===== src/rtl/tachPkg.sv =====
package tachPkg;
  typedef struct packed {
    logic start;    // clear the counter, window opens
    logic run;      // window open: count on tick
    logic capture;  // window closes: hold the count
    logic publish;  // interval ended: emit a result
    logic discard;  // configuration changed: drop pending result
  } tachStrb_t;
endpackage


===== src/rtl/tachFront.sv =====
module tachFront #(
  parameter int TICK_DIV = 1282
) (
  input  logic clk,
  input  logic rstN,
  input  logic tachIn,
  output logic rise,
  output logic tick
);
  localparam int DIV_W = (TICK_DIV > 2) ? $clog2(TICK_DIV) : 1;
  localparam logic [DIV_W-1:0] DIV_LAST = DIV_W'(TICK_DIV - 1);

  logic [1:0]       syncQ;
  logic             prevQ;
  logic [DIV_W-1:0] divCnt;

  always_ff @(posedge clk or negedge rstN) begin
    if (!rstN) begin
      syncQ <= 2'b00;
      prevQ <= 1'b0;
    end else begin
      syncQ <= {syncQ[0], tachIn};
      prevQ <= syncQ[1];
    end
  end

  assign rise = syncQ[1] & ~prevQ;

  always_ff @(posedge clk or negedge rstN) begin
    if (!rstN)                divCnt <= '0;
    else if (divCnt == DIV_LAST) divCnt <= '0;
    else                      divCnt <= divCnt + 1'b1;
  end

  assign tick = (divCnt == DIV_LAST);


  tick_gap_chk: assert property (@(posedge clk) disable iff (!rstN)
    tick |=> !tick);
endmodule


===== src/rtl/tachCtl.sv =====
module tachCtl
  import tachPkg::*;
#(
  parameter int SLOW_TICKS = 78000,
  parameter int FAST_TICKS = 19500
) (
  input  logic       clk,
  input  logic       rstN,
  input  logic       rise,
  input  logic       tick,
  input  logic [1:0] nSel,
  input  logic       fastMode,
  input  logic       dcDrive,
  output tachStrb_t  strb
);
  localparam int INT_W = $clog2(SLOW_TICKS + 1);
  localparam logic [INT_W-1:0] SLOW_LAST = INT_W'(SLOW_TICKS - 1);
  localparam logic [INT_W-1:0] FAST_LAST = INT_W'(FAST_TICKS - 1);

  typedef enum logic [1:0] {ST_ARM, ST_MEAS, ST_HOLD} ctlState_t;

  ctlState_t        state;
  logic [1:0]       edgeCnt;
  logic [INT_W-1:0] intCnt;
  logic [1:0]       nSelQ;
  logic             fastQ;
  logic             fastChange, cfgChange, intervalEnd, lastEdge;
  logic [INT_W-1:0] intLast;

  assign intLast     = fastMode ? FAST_LAST : SLOW_LAST;
  assign fastChange  = (fastMode != fastQ);
  assign cfgChange   = fastChange || (nSel != nSelQ);
  assign intervalEnd = tick && (intCnt == intLast) && !fastChange;
  assign lastEdge    = (edgeCnt == nSel);

  always_comb begin
    strb         = '0;
    strb.discard = cfgChange;
    strb.publish = intervalEnd && !cfgChange;
    strb.run     = (state == ST_MEAS);
    strb.capture = !cfgChange && rise && (state == ST_MEAS) && lastEdge;
    strb.start   = !cfgChange && rise &&
                   ((state == ST_ARM) || (strb.capture && dcDrive));
  end

  always_ff @(posedge clk or negedge rstN) begin
    if (!rstN) begin
      nSelQ <= 2'b01;
      fastQ <= 1'b0;
    end else begin
      nSelQ <= nSel;
      fastQ <= fastMode;
    end
  end

  always_ff @(posedge clk or negedge rstN) begin
    if (!rstN)            intCnt <= '0;
    else if (fastChange)  intCnt <= '0;
    else if (tick)        intCnt <= (intCnt == intLast) ? '0 : intCnt + 1'b1;
  end

  always_ff @(posedge clk or negedge rstN) begin
    if (!rstN) begin
      state   <= ST_ARM;
      edgeCnt <= '0;
    end else if (cfgChange) begin
      state   <= ST_ARM;
      edgeCnt <= '0;
    end else if (intervalEnd && !dcDrive && state != ST_ARM) begin
      state   <= ST_ARM;
      edgeCnt <= '0;
    end else if (rise) begin
      unique case (state)
        ST_ARM: begin
          state   <= ST_MEAS;
          edgeCnt <= '0;
        end
        ST_MEAS: begin
          if (lastEdge) begin
            edgeCnt <= '0;
            state   <= dcDrive ? ST_MEAS : ST_HOLD;
          end else begin
            edgeCnt <= edgeCnt + 1'b1;
          end
        end
        default: ;
      endcase
    end
  end


  publish_on_tick_chk: assert property (@(posedge clk) disable iff (!rstN)
    strb.publish |-> tick);

  capture_on_edge_chk: assert property (@(posedge clk) disable iff (!rstN)
    strb.capture |-> rise);
endmodule


===== src/rtl/tachDp.sv =====
module tachDp
  import tachPkg::*;
#(
  parameter int CNT_W = 16
) (
  input  logic             clk,
  input  logic             rstN,
  input  logic             tick,
  input  tachStrb_t        strb,
  output logic [CNT_W-1:0] result,
  output logic             valid
);
  localparam logic [CNT_W-1:0] CNT_MAX = '1;

  logic [CNT_W-1:0] cnt;
  logic [CNT_W-1:0] held;
  logic             fresh;

  always_ff @(posedge clk or negedge rstN) begin
    if (!rstN)                                     cnt <= '0;
    else if (strb.start)                           cnt <= '0;
    else if (strb.run && tick && cnt != CNT_MAX)   cnt <= cnt + 1'b1;
  end

  always_ff @(posedge clk or negedge rstN) begin
    if (!rstN) begin
      held  <= '0;
      fresh <= 1'b0;
    end else begin
      if (strb.capture) held <= cnt;
      if (strb.discard || strb.publish) fresh <= 1'b0;
      else if (strb.capture)            fresh <= 1'b1;
    end
  end

  always_ff @(posedge clk or negedge rstN) begin
    if (!rstN) begin
      result <= '0;
      valid  <= 1'b0;
    end else begin
      valid <= strb.publish;
      if (strb.publish)
        result <= strb.capture ? cnt : (fresh ? held : CNT_MAX);
    end
  end


  no_wrap_chk: assert property (@(posedge clk) disable iff (!rstN)
    (cnt == CNT_MAX && !strb.start) |=> cnt == CNT_MAX);

  valid_pulse_chk: assert property (@(posedge clk) disable iff (!rstN)
    valid |=> !valid);
endmodule


===== src/rtl/fanTachTimer.sv =====
module fanTachTimer
  import tachPkg::*;
#(
  parameter int TICK_DIV   = 1282,
  parameter int CNT_W      = 16,
  parameter int SLOW_TICKS = 78000,
  parameter int FAST_TICKS = 19500
) (
  input  logic             clk,
  input  logic             rstN,
  input  logic             tachIn,
  input  logic [1:0]       nSel,
  input  logic             fastMode,
  input  logic             dcDrive,
  output logic [CNT_W-1:0] periodCount,
  output logic             countValid
);
  logic      rise, tick;
  tachStrb_t strb;

  tachFront #(.TICK_DIV(TICK_DIV)) front_i (
    .clk(clk), .rstN(rstN), .tachIn(tachIn), .rise(rise), .tick(tick)
  );

  tachCtl #(.SLOW_TICKS(SLOW_TICKS), .FAST_TICKS(FAST_TICKS)) ctl_i (
    .clk(clk), .rstN(rstN), .rise(rise), .tick(tick), .nSel(nSel),
    .fastMode(fastMode), .dcDrive(dcDrive), .strb(strb)
  );

  tachDp #(.CNT_W(CNT_W)) dp_i (
    .clk(clk), .rstN(rstN), .tick(tick), .strb(strb),
    .result(periodCount), .valid(countValid)
  );
endmodule


===== config.mk =====
export PLATFORM = sky130hd
export DESIGN_NAME = fanTachTimer
export DESIGN_NICKNAME = d
export VERILOG_FILES = /design/src/rtl/tachPkg.sv /design/src/rtl/tachFront.sv /design/src/rtl/tachCtl.sv /design/src/rtl/tachDp.sv /design/src/rtl/fanTachTimer.sv
export SDC_FILE = /design/constraint.sdc
export NUM_CORES = 1
export LEC_CHECK = 0
export BUFFER_PORTS_ARGS = -buffer_cell sky130_fd_sc_hd__buf_2
export CAP_MARGIN = 30
export CORE_MARGIN = 5
export CORE_UTILIZATION = 42
export CTS_BUF_LIST = sky130_fd_sc_hd__clkbuf_4 sky130_fd_sc_hd__clkbuf_8 sky130_fd_sc_hd__clkbuf_16
export DETAILED_ROUTE_END_ITERATION = 6
export HOLD_SLACK_MARGIN = 0.1
export MAX_ROUTING_LAYER = met4
export PLACE_DENSITY = 0.66
export SETUP_SLACK_MARGIN = 0.02
export SLEW_MARGIN = 10
export SYNTH_ARGS = -nofsm -noshare
export SYNTH_HDL_FRONTEND = slang
export SYNTH_HIERARCHICAL = 1
export SYNTH_SLANG_ARGS = --single-unit
export TNS_END_PERCENT = 20

===== constraint.sdc =====
create_clock -name clk -period 5.59 [get_ports clk]
set_clock_uncertainty 0.1 [all_clocks]
set_input_delay 1.3975 -clock clk [delete_from_list [all_inputs] [get_ports clk]]
set_output_delay 1.3975 -clock clk [all_outputs]
set_load 0.005 [all_outputs]

# Word level (Yosys, flattened, before mapping)
# Index checks and enable logic that the tools add are counted.
dict set report classes {
  div_mod_pow 0
  n_shift 0
  multipliers 0
  add_sub_neg 4
  order_cmp 0
  bitwise 2
  reduce_logical 27
  n_eq_ne 8
  n_mux 22
}
# op n
set op_table {}
lappend op_table {{17-bit two-way mux} 4}
lappend op_table {{16-bit two-way mux} 4}
lappend op_table {{2-bit two-way mux} 9}
lappend op_table {{17-bit by 1-bit adder with 17-bit output (second input constant)} 1}
lappend op_table {{17-bit equality test} 1}
lappend op_table {{16-bit by 1-bit adder with 16-bit output (second input constant)} 1}
lappend op_table {{16-bit != test (second input constant)} 1}
lappend op_table {{1-bit logical AND} 12}
lappend op_table {{11-bit by 1-bit adder with 11-bit output (second input constant)} 1}
lappend op_table {{11-bit equality test (second input constant)} 1}
lappend op_table {{11-bit two-way mux} 1}
lappend op_table {{2-bit case mux with 2 select lines} 2}
lappend op_table {{2-bit nonzero test} 4}
lappend op_table {{4-bit != test (second input constant)} 1}
lappend op_table {{4-bit nonzero test} 1}
lappend op_table {{1-bit zero test} 3}
lappend op_table {{1-bit logical OR} 3}
lappend op_table {{3-bit AND reduction} 1}
lappend op_table {{3-bit nonzero test} 1}
lappend op_table {{2-bit by 1-bit adder with 2-bit output (second input constant)} 1}
lappend op_table {{2-bit by 1-bit equality test with 1-bit output (second input constant)} 1}
lappend op_table {{2-bit equality test} 1}
lappend op_table {{2-bit zero test} 1}
lappend op_table {{1-bit two-way mux} 2}
lappend op_table {{5 further kinds} 5}
dict set report word_totals {
  mem_bits_ro 0
  reg_bits 88
  latch_bits 0
  ramBits 0
  n_memories 0
}

# Logic depth before layout (Yosys ltp)
# Gate-level depths: netlist (run 1).
dict set report logic_depth {
  word_depth 10
  depth_mapped 11
}

# By module
# Netlist (run 1), hierarchy kept.
# mod area_each_um2 seq_area_each_um2 cells_per_inst instances
set modules_own_cells {}
lappend modules_own_cells {tachDp 2245.9 1251.2 211 1}
lappend modules_own_cells {tachCtl 1412.6 601.8 145 1}
lappend modules_own_cells {tachFront 589.3 350.3 51 1}

# Worst setup path after synthesis (run 1)
# Ideal clock, no wire load.
dict set report synth_path {
  path_kind {input to register}
  from {input fastMode}
  to {register dp_i.result[7]}
  n_path_buf 2
  stages 8
  path_slack_ns 2.137
  t_arrival_ns 3.216
  cell_sequence {xnor2_1 > nand3_2 > nor4_1 > buf_2 > buf_2 > mux2_2 > nor2_1 > a21oi_1}
}
# item line_no
set synth_lines {}
lappend synth_lines {{start, declared} fanTachTimer.sv:13} ;# input logic fastMode,
lappend synth_lines {{end signal, assigned} tachDp.sv:43} ;# result <= strb.capture ? cnt : (fresh ? held : CNT_MAX);
lappend synth_lines {{end, declared} tachDp.sv:10} ;# output logic [CNT_W-1:0] result,

==> impl_metrics.env, run 1 <==
export IMPL_status="completed"
export IMPL_seq_area_um2=2200
export IMPL_drt_first_pass_iters=4
export IMPL_syn_area_um2=4250
export IMPL_fmax_mhz=290
export IMPL_synth_most_common_cell="dfrtp_1"
export IMPL_ys_seq_area_share_pct=51.9
export IMPL_total_leakage_power_nw=2.08
export IMPL_ctsHoldBuffers=0
export IMPL_ios=24
export IMPL_start_util_pct=43.3
export IMPL_irDropWorstVdd_mv=0.156
export IMPL_fin_setup_tns_ns=0
export IMPL_ys_ff_latch=88
export IMPL_multi_input_area_um2=1910
export IMPL_worstHoldPathCells=0
export IMPL_drtAntennaViolNets=0
export IMPL_nNetsFinal=439
export IMPL_crit_path_max_incr_delay_ns=0.47
export IMPL_cts_resized=0
export IMPL_core_area_um2=9820
export IMPL_insertion_delay_ns=0.36
export IMPL_synth_area_leaders="dfrtp_1 (51%), nor2_1 (4.7%), mux2_2 (4.2%)"
export IMPL_overflow=0
export IMPL_path_clk_slew_ns=0.08
export IMPL_crit_slowest_cell="xnor2_1"
export IMPL_rows=36
export IMPL_setup_viol=0
export IMPL_die_w_um=111
export IMPL_dp_hpwl_um=5910
export IMPL_diodes=0
export IMPL_synth_top_cells_by_count="dfrtp_1 (87), nor2_1 (53), a21oi_1 (35), o21ai_0 (20), nand2_1 (18)"
export IMPL_grt_pass1_vias=3023
export IMPL_fin_crit_sh_pct=61.7
export IMPL_place_area_um2=4480
export IMPL_final_core_util_pct=47.5
export IMPL_vias=3143
export IMPL_fin_cells=566
export IMPL_wl_per_cell_um=15.1
export IMPL_dp_cells=549
export IMPL_final_cell_area_um2=4660
export IMPL_total_power_mw=1.21
export IMPL_port_buffers=23
export IMPL_maxCapViolCount=0
export IMPL_path_class="input port to flip-flop"
export IMPL_synth_top_area_share_pct=51.3
export IMPL_post_route_drc_count=0
export IMPL_slew_headroom_pct=45.2
export IMPL_place_congestion=0.829
export IMPL_hold_viol=0
export IMPL_p_per_area_nw_per_um2=260
export IMPL_drive_gt1_share_pct=18.9
export IMPL_syn_area_per_cell_um2=10.4
export IMPL_crit_chain="buf_2, xnor2_1, nand3_2, nor4_2, buf_4, mux2_2, nor2_1, a21oi_1"
export IMPL_viasPerCell=5.55
export IMPL_postSynthCellCount=407
export IMPL_syn_nets=418
export IMPL_chipHeight_um=111
export IMPL_fillerInstances=940
export IMPL_yosys_area_top_type="dfrtp_1"
export IMPL_routed_wirelength_um=8560
export IMPL_dieArea_um2=12200
export IMPL_ys_types=59
export IMPL_cts_sinks=88
export IMPL_synth_edf_count=0
export IMPL_track_usage_pct=15.2
export IMPL_yosysWarnings=6
export IMPL_critPathArrivalTime_ns=3.57
export IMPL_r2r_cells=9
export IMPL_syn_to_final_growth_pct=9.78
export IMPL_h_tree_depth=3
export IMPL_worst_pin_slew_ns=0.819
export IMPL_antenna_found_initial=0
export IMPL_hold_class="flip-flop to flip-flop"
export IMPL_grt_max_degree=50
export IMPL_root_buffer="clkbuf_8"
export IMPL_postCtsSetupBuffers=0
export IMPL_cts_tree="done"
export IMPL_rsz0062_at_grt="no"
export IMPL_start_kind="input port"
export IMPL_grt_pass1_wl_um=15000
export IMPL_async_reset_ff_share_pct=100
export IMPL_clockBufferDepth=2
export IMPL_crit_required_ns=5.72
export IMPL_slew_viol_final=0
export IMPL_period_minus_slack_ns=3.45
export IMPL_synth_ff_type="dfrtp_1"
export IMPL_crit_path_max_fanout=17
export IMPL_end_kind="flip-flop"
export IMPL_drt_iter0_drc=126
export IMPL_numCtsBuffers=9
worst max-delay path: cells and delay by family:
| family | cells | cell delay, ns |
|---|---|---|
| simple gates | 3 | 0.79 |
| xor+xnor | 1 | 0.47 |
| buf+inv | 2 | 0.44 |
| mux | 1 | 0.37 |
| compound gates | 1 | 0.09 |
power breakdown:
group | internal [mW] | switching (mW) | total, mW
Sequential | 0.668 | 0.0618 | 0.730
Combinational | 0.0312 | 0.0489 | 0.0802
Clock | 0.177 | 0.223 | 0.400
through the flow:
step	hold WS (ns)	setup slack, ns
floorplan	0.231	2.14
global placement	0.238	1.88
detailed placement	0.236	1.76
CTS	0.256	2.15
global route	0.278	1.97
finish	0.253	2.14
logic make-up (layout without fill, tap and decap cells):
group | after synthesis | count (layout) | share of synthesized area, %
buffers and inverters | 30 | 56 | 3.48
xor gates and xnor gates | 20 | 20 | 4.12
adders and majority gates | 4 | 4 | 1.18
AOI/OAI and AO/OA | 83 | 83 | 12.7
and+or+nand+nor | 163 | 163 | 21.7
DFF | 88 | 88 | 51.9
muxes | 19 | 19 | 4.95
path summary, 6_finish.rpt:
| kind | start | end | slack [ns] |
|---|---|---|---|
| min in group asynchronous | rstN | ctl_i/intCnt[11]$_DFFE_PN0P_ | 0.91 |
| max | fastMode | dp_i/result[2]$_DFFE_PN0P_ | 2.14 |
| max reg2reg | front_i/divCnt[1]$_DFF_PN0_ | ctl_i/edgeCnt[1]$_DFFE_PN0P_ | 2.72 |
| max in group asynchronous | rstN | dp_i/cnt[14]$_DFFE_PN0P_ | 3.48 |
| min reg2reg | front_i/syncQ[0]$_DFF_PN0_ | front_i/syncQ[1]$_DFF_PN0_ | 0.25 |
| min | front_i/syncQ[0]$_DFF_PN0_ | front_i/syncQ[1]$_DFF_PN0_ | 0.25 |
placed cells by master (no fill, tap or decap), types with 4 or more instances in the layout:
master    count
a21oi_1      35
and3_1        5
and4_1        6
buf_2        22
buf_4         6
clkbuf_8     10
dfrtp_1      87
ha_1          4
inv_1        11
mux2_2       16
nand2_1      18
nand3_1      13
nand4_1      11
nor2_1       53
nor3_1       11
nor4_2        4
o21ai_0      20
o31ai_1       4
or3_1        15
or4_1         4
xnor2_1       9
xor2_1       11
routing by layer:
| metal | track usage [%] | share of wire [%] | up-vias |
|---|---|---|---|
| met1 | 19.7 | 47 | 1567 |
| met5 | - | 0 | - |
| met4 | 7.22 | 2.0 | 0 |
| li1 | - | - | 1526 |
| met3 | 1.81 | 2.7 | 10 |
| met2 | 23.7 | 48 | 40 |
area by class of cell:
| cell class | instances | share of cell area (%) |
|---|---|---|
| sequential | 88 | 47.2 |
| inverter | 11 | 0.885 |
| multi-input combinational | 289 | 40.9 |
| tap | 133 | 3.57 |
| clock inverter | 5 | 0.698 |
| timing repair buffer | 29 | 3.57 |
| clock buffer | 11 | 3.11 |
registers in the layout, summed over array words and instances (netlist names), 2 cells and up:
name            flops
ctl_i/edgeCnt       2
ctl_i/intCnt       17
ctl_i/nSelQ         2
ctl_i/state         2
dp_i/cnt           16
dp_i/held          16
dp_i/result        16
front_i/divCnt     11
front_i/syncQ       2
(Power assumes the default switching activity.)
==> run 2, diff against run 1 <==
PLACE_DENSITY = 0.69   (was 0.66)
clock period = 3.1 ns   (was 5.59 ns; I/O delays follow)
==> run 2 against run 1 <==
Non-clock buffer count grew 6; hold slack lost 0.0014 ns; via count grew 0.51%; critical path type is now flip-flop to flip-flop; global-route usage shrank 0.29 points; clock power grew 99%; critical path depth is the same; first-iteration DRC count grew 34%; highest routed layer unchanged; power grew 87%.
==> impl_metrics.env, run 2 (same netlist as run 1, synthesis figures left out) <==
export IMPL_grt_max_degree=57
export IMPL_antenna_found_initial=0
export IMPL_crit_path_max_incr_delay_ns=0.55
export IMPL_hold_class="input port to asynchronous set/reset pin"
export IMPL_met1_usage_pct=19.0
export IMPL_drt_iter0_drc=169
export IMPL_path_class="flip-flop to flip-flop"
export IMPL_grt_pass1_wl_um=14900
export IMPL_p_per_area_nw_per_um2=475
export IMPL_track_usage_pct=14.9
export IMPL_slew_headroom_pct=37.3
export IMPL_start_util_pct=43.3
export IMPL_pwr_share_seq_pct=58.2
export IMPL_combPwrFrac_pct=6.6
export IMPL_largest_reg_flops=17
export IMPL_setup_viol=0
export IMPL_p_sw_share_pct=26.9
export IMPL_irDropWorstVdd_mv=0.283
export IMPL_place_congestion=0.811
export IMPL_root_buffer="clkbuf_8"
export IMPL_r2r_slack_ns=0.41
export IMPL_die_w_um=111
export IMPL_port_buffers=23
export IMPL_p_switching_mw=0.608
export IMPL_gr_usage_met3_pct=2.79
export IMPL_wl_per_cell_um=14.6
export IMPL_grt_pass1_vias=3127
export IMPL_rsz0062_at_grt="no"
export IMPL_regMostFlops="ctl_i/intCnt"
export IMPL_crit_chain="inv_1, ha_1, nor4b_1, and4_1, inv_1, or4_1, nor4_2, o41ai_2"
export IMPL_cts_sinks=88
export IMPL_hold_viol=0
export IMPL_h_tree_depth=3
export IMPL_numCtsBuffers=9
export IMPL_post_route_drc_count=0
export IMPL_insertion_delay_ns=0.35
export IMPL_cts_tree="done"
export IMPL_fin_setup_tns_ns=0
export IMPL_fmax_mhz=372
export IMPL_nNetsFinal=445
export IMPL_clockBufferDepth=2
export IMPL_dp_hpwl_um=5880
export IMPL_ctsHoldBuffers=0
export IMPL_rows=36
export IMPL_path_clk_slew_ns=0.09
export IMPL_final_common_cell="dfrtp_1"
export IMPL_clkPwrFrac_pct=35.2
export IMPL_total_leakage_power_nw=2.13
export IMPL_crit_path_max_fanout=8
export IMPL_total_power_mw=2.26
export IMPL_fin_crit_sh_pct=86.8
export IMPL_intPower_mw=1.65
export IMPL_diodes=0
export IMPL_maxCapViolCount=0
export IMPL_critPathArrivalTime_ns=2.82
export IMPL_slew_viol_final=0
export IMPL_status="completed"
export IMPL_critPathMostFrequentCell="inv_1"
export IMPL_drive_gt1_share_pct=20.0
export IMPL_use_met2_pct=23.7
export IMPL_mostFrequentLayoutCells="dfrtp_1 (87), nor2_1 (53), a21oi_1 (35), buf_2 (22), o21ai_0 (20)"
export IMPL_drt_first_pass_iters=4
export IMPL_cts_resized=0
export IMPL_vias=3159
export IMPL_routed_wirelength_um=8360
export IMPL_crit_slowest_cell="or4_1"
export IMPL_start_kind="flip-flop"
export IMPL_dieArea_um2=12200
export IMPL_postCtsSetupBuffers=0
export IMPL_core_area_um2=9820
export IMPL_period_minus_slack_ns=2.69
export IMPL_top_usage_layer="met2"
export IMPL_chipHeight_um=111
export IMPL_syn_to_final_growth_pct=11.9
export IMPL_crit_required_ns=3.23
export IMPL_viasPerCell=5.52
export IMPL_end_kind="flip-flop"
export IMPL_ios=24
export IMPL_overflow=0
export IMPL_worst_pin_slew_ns=0.938
export IMPL_drtAntennaViolNets=0
## run 2: cell count changes in the layout (fill, tap and decap cells not counted), sizes merged
cell,before,now
clkinvlp,3,2
buf,29,35
clkbuf,11,10
inv,11,13
bufinv,0,1
clkinv,2,1
## run 2: layout make-up
class | count | area (um^2)
well taps | 133 | 166
clock buffers | 10 | 131
inverters | 11 | 41.3
fillers | 976 | 5060
multi-input cells | 289 | 1910
repair buffers | 35 | 236
clock inverters | 6 | 67.6
flip-flops and latches | 88 | 2200
## run 2: worst max-delay path: cells and delay by family (launching register included)
| family | cells | cell delay, ns |
|---|---|---|
| flops | 1 | 0.41 |
| buf+inv | 2 | 0.27 |
| fa+ha+maj | 1 | 0.13 |
| compound gates | 1 | 0.13 |
| simple gates | 4 | 1.53 |
## run 2: worst paths after layout
check	startpoint	endpoint	cells after the start
setup / recovery	front_i/divCnt[1]$_DFF_PN0_	ctl_i/state[0]$_DFFE_PN0P_	8
hold / removal	rstN	ctl_i/intCnt[6]$_DFFE_PN0P_	1
setup reg to reg	front_i/divCnt[1]$_DFF_PN0_	ctl_i/state[0]$_DFFE_PN0P_	8
hold reg to reg	front_i/syncQ[0]$_DFF_PN0_	front_i/syncQ[1]$_DFF_PN0_	0
max in group asynchronous	rstN	ctl_i/fastQ$_DFF_PN0_	2
min in group clk	front_i/syncQ[0]$_DFF_PN0_	front_i/syncQ[1]$_DFF_PN0_	0
## run 2: power groups by stage
| stage | clock network [mW] | registers (mW) | logic, mW |
|---|---|---|---|
| 2_1_floorplan | 0 | 1.28 | 0.134 |
| 3_3_place_gp | 0 | 1.33 | 0.147 |
| 3_5_place_dp | 0 | 1.33 | 0.153 |
| 4_1_cts | 0.824 | 1.31 | 0.152 |
| 5_1_grt | 0.874 | 1.33 | 0.176 |
| 6_report | 0.795 | 1.31 | 0.150 |
## run 2: stage by stage
stage	utilization [%]	cell area (um^2)	std cells	setup WS (ns)	hold slack (ns)
final	48.4	4750	572	0.411	0.251
after global routing	48.4	4750	572	0.152	0.270
after CTS	48.4	4750	572	0.391	0.255
after detailed placement	46.4	4560	556	0.355	0.241
after global placement	46.3	4540	555	0.385	0.234
after floorplan	-	4250	407	0.269	0.231
## run 2: layer usage
layer / up-vias / part of all wire, %
met3: 8 / 2.9
met5: - / 0
met4: 0 / 1.5
met1: 1572 / 47
li1: 1530 / -
met2: 49 / 49
==> run 3, diff against run 2 <==
CORE_UTILIZATION = 55   (was 42)
PLACE_DENSITY = 0.84   (was 0.69)
==> run 3 against run 2 <==
Wire length is 1.4% higher; combinational power hardly changed; clock power is 0.9% higher; global-route usage is 4.3 points higher; maximum frequency is 1.9% higher; first-iteration DRC count is 24% lower; power is 0.32% higher; setup slack better by 0.051 ns; register-to-register slack better by 0.05 ns; sequential power hardly changed; largest power group unchanged; count of clock-buffer cells in the layout is 1 lower; largest cell class unchanged.
==> impl_metrics.env, run 3 (same netlist as run 1, synthesis figures left out) <==
export IMPL_overflow=0
export IMPL_drt_iter0_drc=128
export IMPL_dieArea_um2=9580
export IMPL_antenna_found_initial=0
export IMPL_slew_viol_final=0
export IMPL_core_area_um2=7610
export IMPL_syn_to_final_growth_pct=11.1
export IMPL_rows=32
export IMPL_start_kind="flip-flop"
export IMPL_fin_crit_sh_pct=85.1
export IMPL_hold_viol=0
export IMPL_ctsHoldBuffers=0
export IMPL_postCtsSetupBuffers=0
export IMPL_vias=3199
export IMPL_end_kind="flip-flop"
export IMPL_h_tree_depth=3
export IMPL_numCtsBuffers=9
export IMPL_largest_reg_flops=17
export IMPL_clockBufferDepth=2
export IMPL_total_power_mw=2.27
export IMPL_crit_slowest_cell="or4_1"
export IMPL_fin_setup_tns_ns=0
export IMPL_drive_gt1_share_pct=19.9
export IMPL_final_common_cell="dfrtp_1"
export IMPL_grt_max_degree=89
export IMPL_path_clk_slew_ns=0.09
export IMPL_cts_sinks=88
export IMPL_fmax_mhz=379
export IMPL_dp_hpwl_um=5860
export IMPL_status="completed"
export IMPL_hold_class="flip-flop to flip-flop"
export IMPL_post_route_drc_count=0
export IMPL_slew_headroom_pct=59.6
export IMPL_diodes=0
export IMPL_grt_pass1_wl_um=14700
export IMPL_crit_path_max_incr_delay_ns=0.54
export IMPL_critPathArrivalTime_ns=2.76
export IMPL_p_per_area_nw_per_um2=480
export IMPL_cpLargestDelayFamily="simple AND/OR/NAND/NOR gates"
export IMPL_drtAntennaViolNets=0
export IMPL_nNetsFinal=444
export IMPL_critPathMostFrequentCell="inv_1"
export IMPL_track_usage_pct=19.2
export IMPL_crit_path_max_fanout=8
export IMPL_crit_chain="inv_1, ha_1, nor4b_1, and4_1, inv_1, or4_1, nor4_2, nor3_1"
export IMPL_irDropWorstVdd_mv=0.329
export IMPL_worst_path_buf_inv=2
export IMPL_cts_resized=0
export IMPL_setup_viol=0
export IMPL_drt_first_pass_iters=4
export IMPL_total_leakage_power_nw=2.12
export IMPL_chipHeight_um=97.9
export IMPL_maxCapViolCount=0
export IMPL_rsz0062_at_grt="no"
export IMPL_path_class="flip-flop to flip-flop"
export IMPL_period_minus_slack_ns=2.64
export IMPL_viasPerCell=5.92
export IMPL_grt_pass1_vias=3076
export IMPL_port_buffers=23
export IMPL_place_congestion=0.909
export IMPL_crit_required_ns=3.22
export IMPL_die_w_um=97.9
export IMPL_mostFrequentLayoutCells="dfrtp_1 (87), nor2_1 (53), a21oi_1 (35), buf_2 (22), o21ai_0 (20)"
export IMPL_wl_per_cell_um=15.7
export IMPL_ios=24
export IMPL_worst_pin_slew_ns=0.604
export IMPL_insertion_delay_ns=0.35
export IMPL_root_buffer="clkbuf_8"
export IMPL_regMostFlops="ctl_i/intCnt"
export IMPL_cts_tree="done"
export IMPL_start_util_pct=55.8
export IMPL_routed_wirelength_um=8470
[run 3: worst reg2reg max path, stage by stage (launching register included)]
cell,delay [ns]
dfrtp_1,0.40
inv_1,0.06
ha_1,0.13
nor4b_1,0.19
and4_1,0.41
inv_1,0.19
or4_1,0.54
nor4_2,0.37
nor3_1,0.12
[run 3: path summary, 6_finish.rpt]
kind	start	end	slack, ns	cells past startpoint
max	front_i/divCnt[1]$_DFF_PN0_	ctl_i/edgeCnt[0]$_DFFE_PN0P_	0.46	8
min	front_i/syncQ[0]$_DFF_PN0_	front_i/syncQ[1]$_DFF_PN0_	0.26	0
max reg2reg	front_i/divCnt[1]$_DFF_PN0_	ctl_i/edgeCnt[0]$_DFFE_PN0P_	0.46	8
min reg2reg	front_i/syncQ[0]$_DFF_PN0_	front_i/syncQ[1]$_DFF_PN0_	0.26	0
max in group asynchronous	rstN	ctl_i/nSelQ[0]$_DFF_PN1_	2.19	2
min in group asynchronous	rstN	ctl_i/intCnt[9]$_DFFE_PN0P_	0.34	2
[run 3: per-layer routing]
| metal | share of wire (%) | track usage (%) | up-vias |
|---|---|---|---|
| met5 | 0 | - | - |
| met4 | 1.7 | 7.24 | 0 |
| met3 | 3.0 | 3.00 | 11 |
| met2 | 50 | 29.7 | 83 |
| met1 | 45 | 25.6 | 1563 |
| li1 | - | - | 1542 |
[run 3: cell type report]
class | instances | area [um^2]
clock buffers | 9 | 124
clock inverters | 7 | 77.6
fillers | 629 | 2890
inverters | 11 | 41.3
multi-input cells | 289 | 1910
flip-flops and latches | 88 | 2200
well taps | 102 | 128
repair buffers | 34 | 238
[run 3: stage by stage]
| step | util [%] | hold WS [ns] | worst slack, ns | instances | cell area [um^2] |
|---|---|---|---|---|---|
| floorplan | - | 0.231 | 0.269 | 407 | 4250 |
| global placement | 59.3 | 0.243 | 0.393 | 523 | 4510 |
| detailed placement | 59.3 | 0.240 | 0.329 | 523 | 4510 |
| CTS | 61.9 | 0.262 | 0.447 | 539 | 4710 |
| global route | 62.0 | 0.289 | 0.233 | 540 | 4720 |
| finish | 62.0 | 0.261 | 0.462 | 540 | 4720 |
[run 3: report_power, final]
part           internal, mW  total (mW)  switching, mW
registers              1.21        1.31          0.106
logic                0.0631       0.153         0.0900
clock network         0.380       0.802          0.423
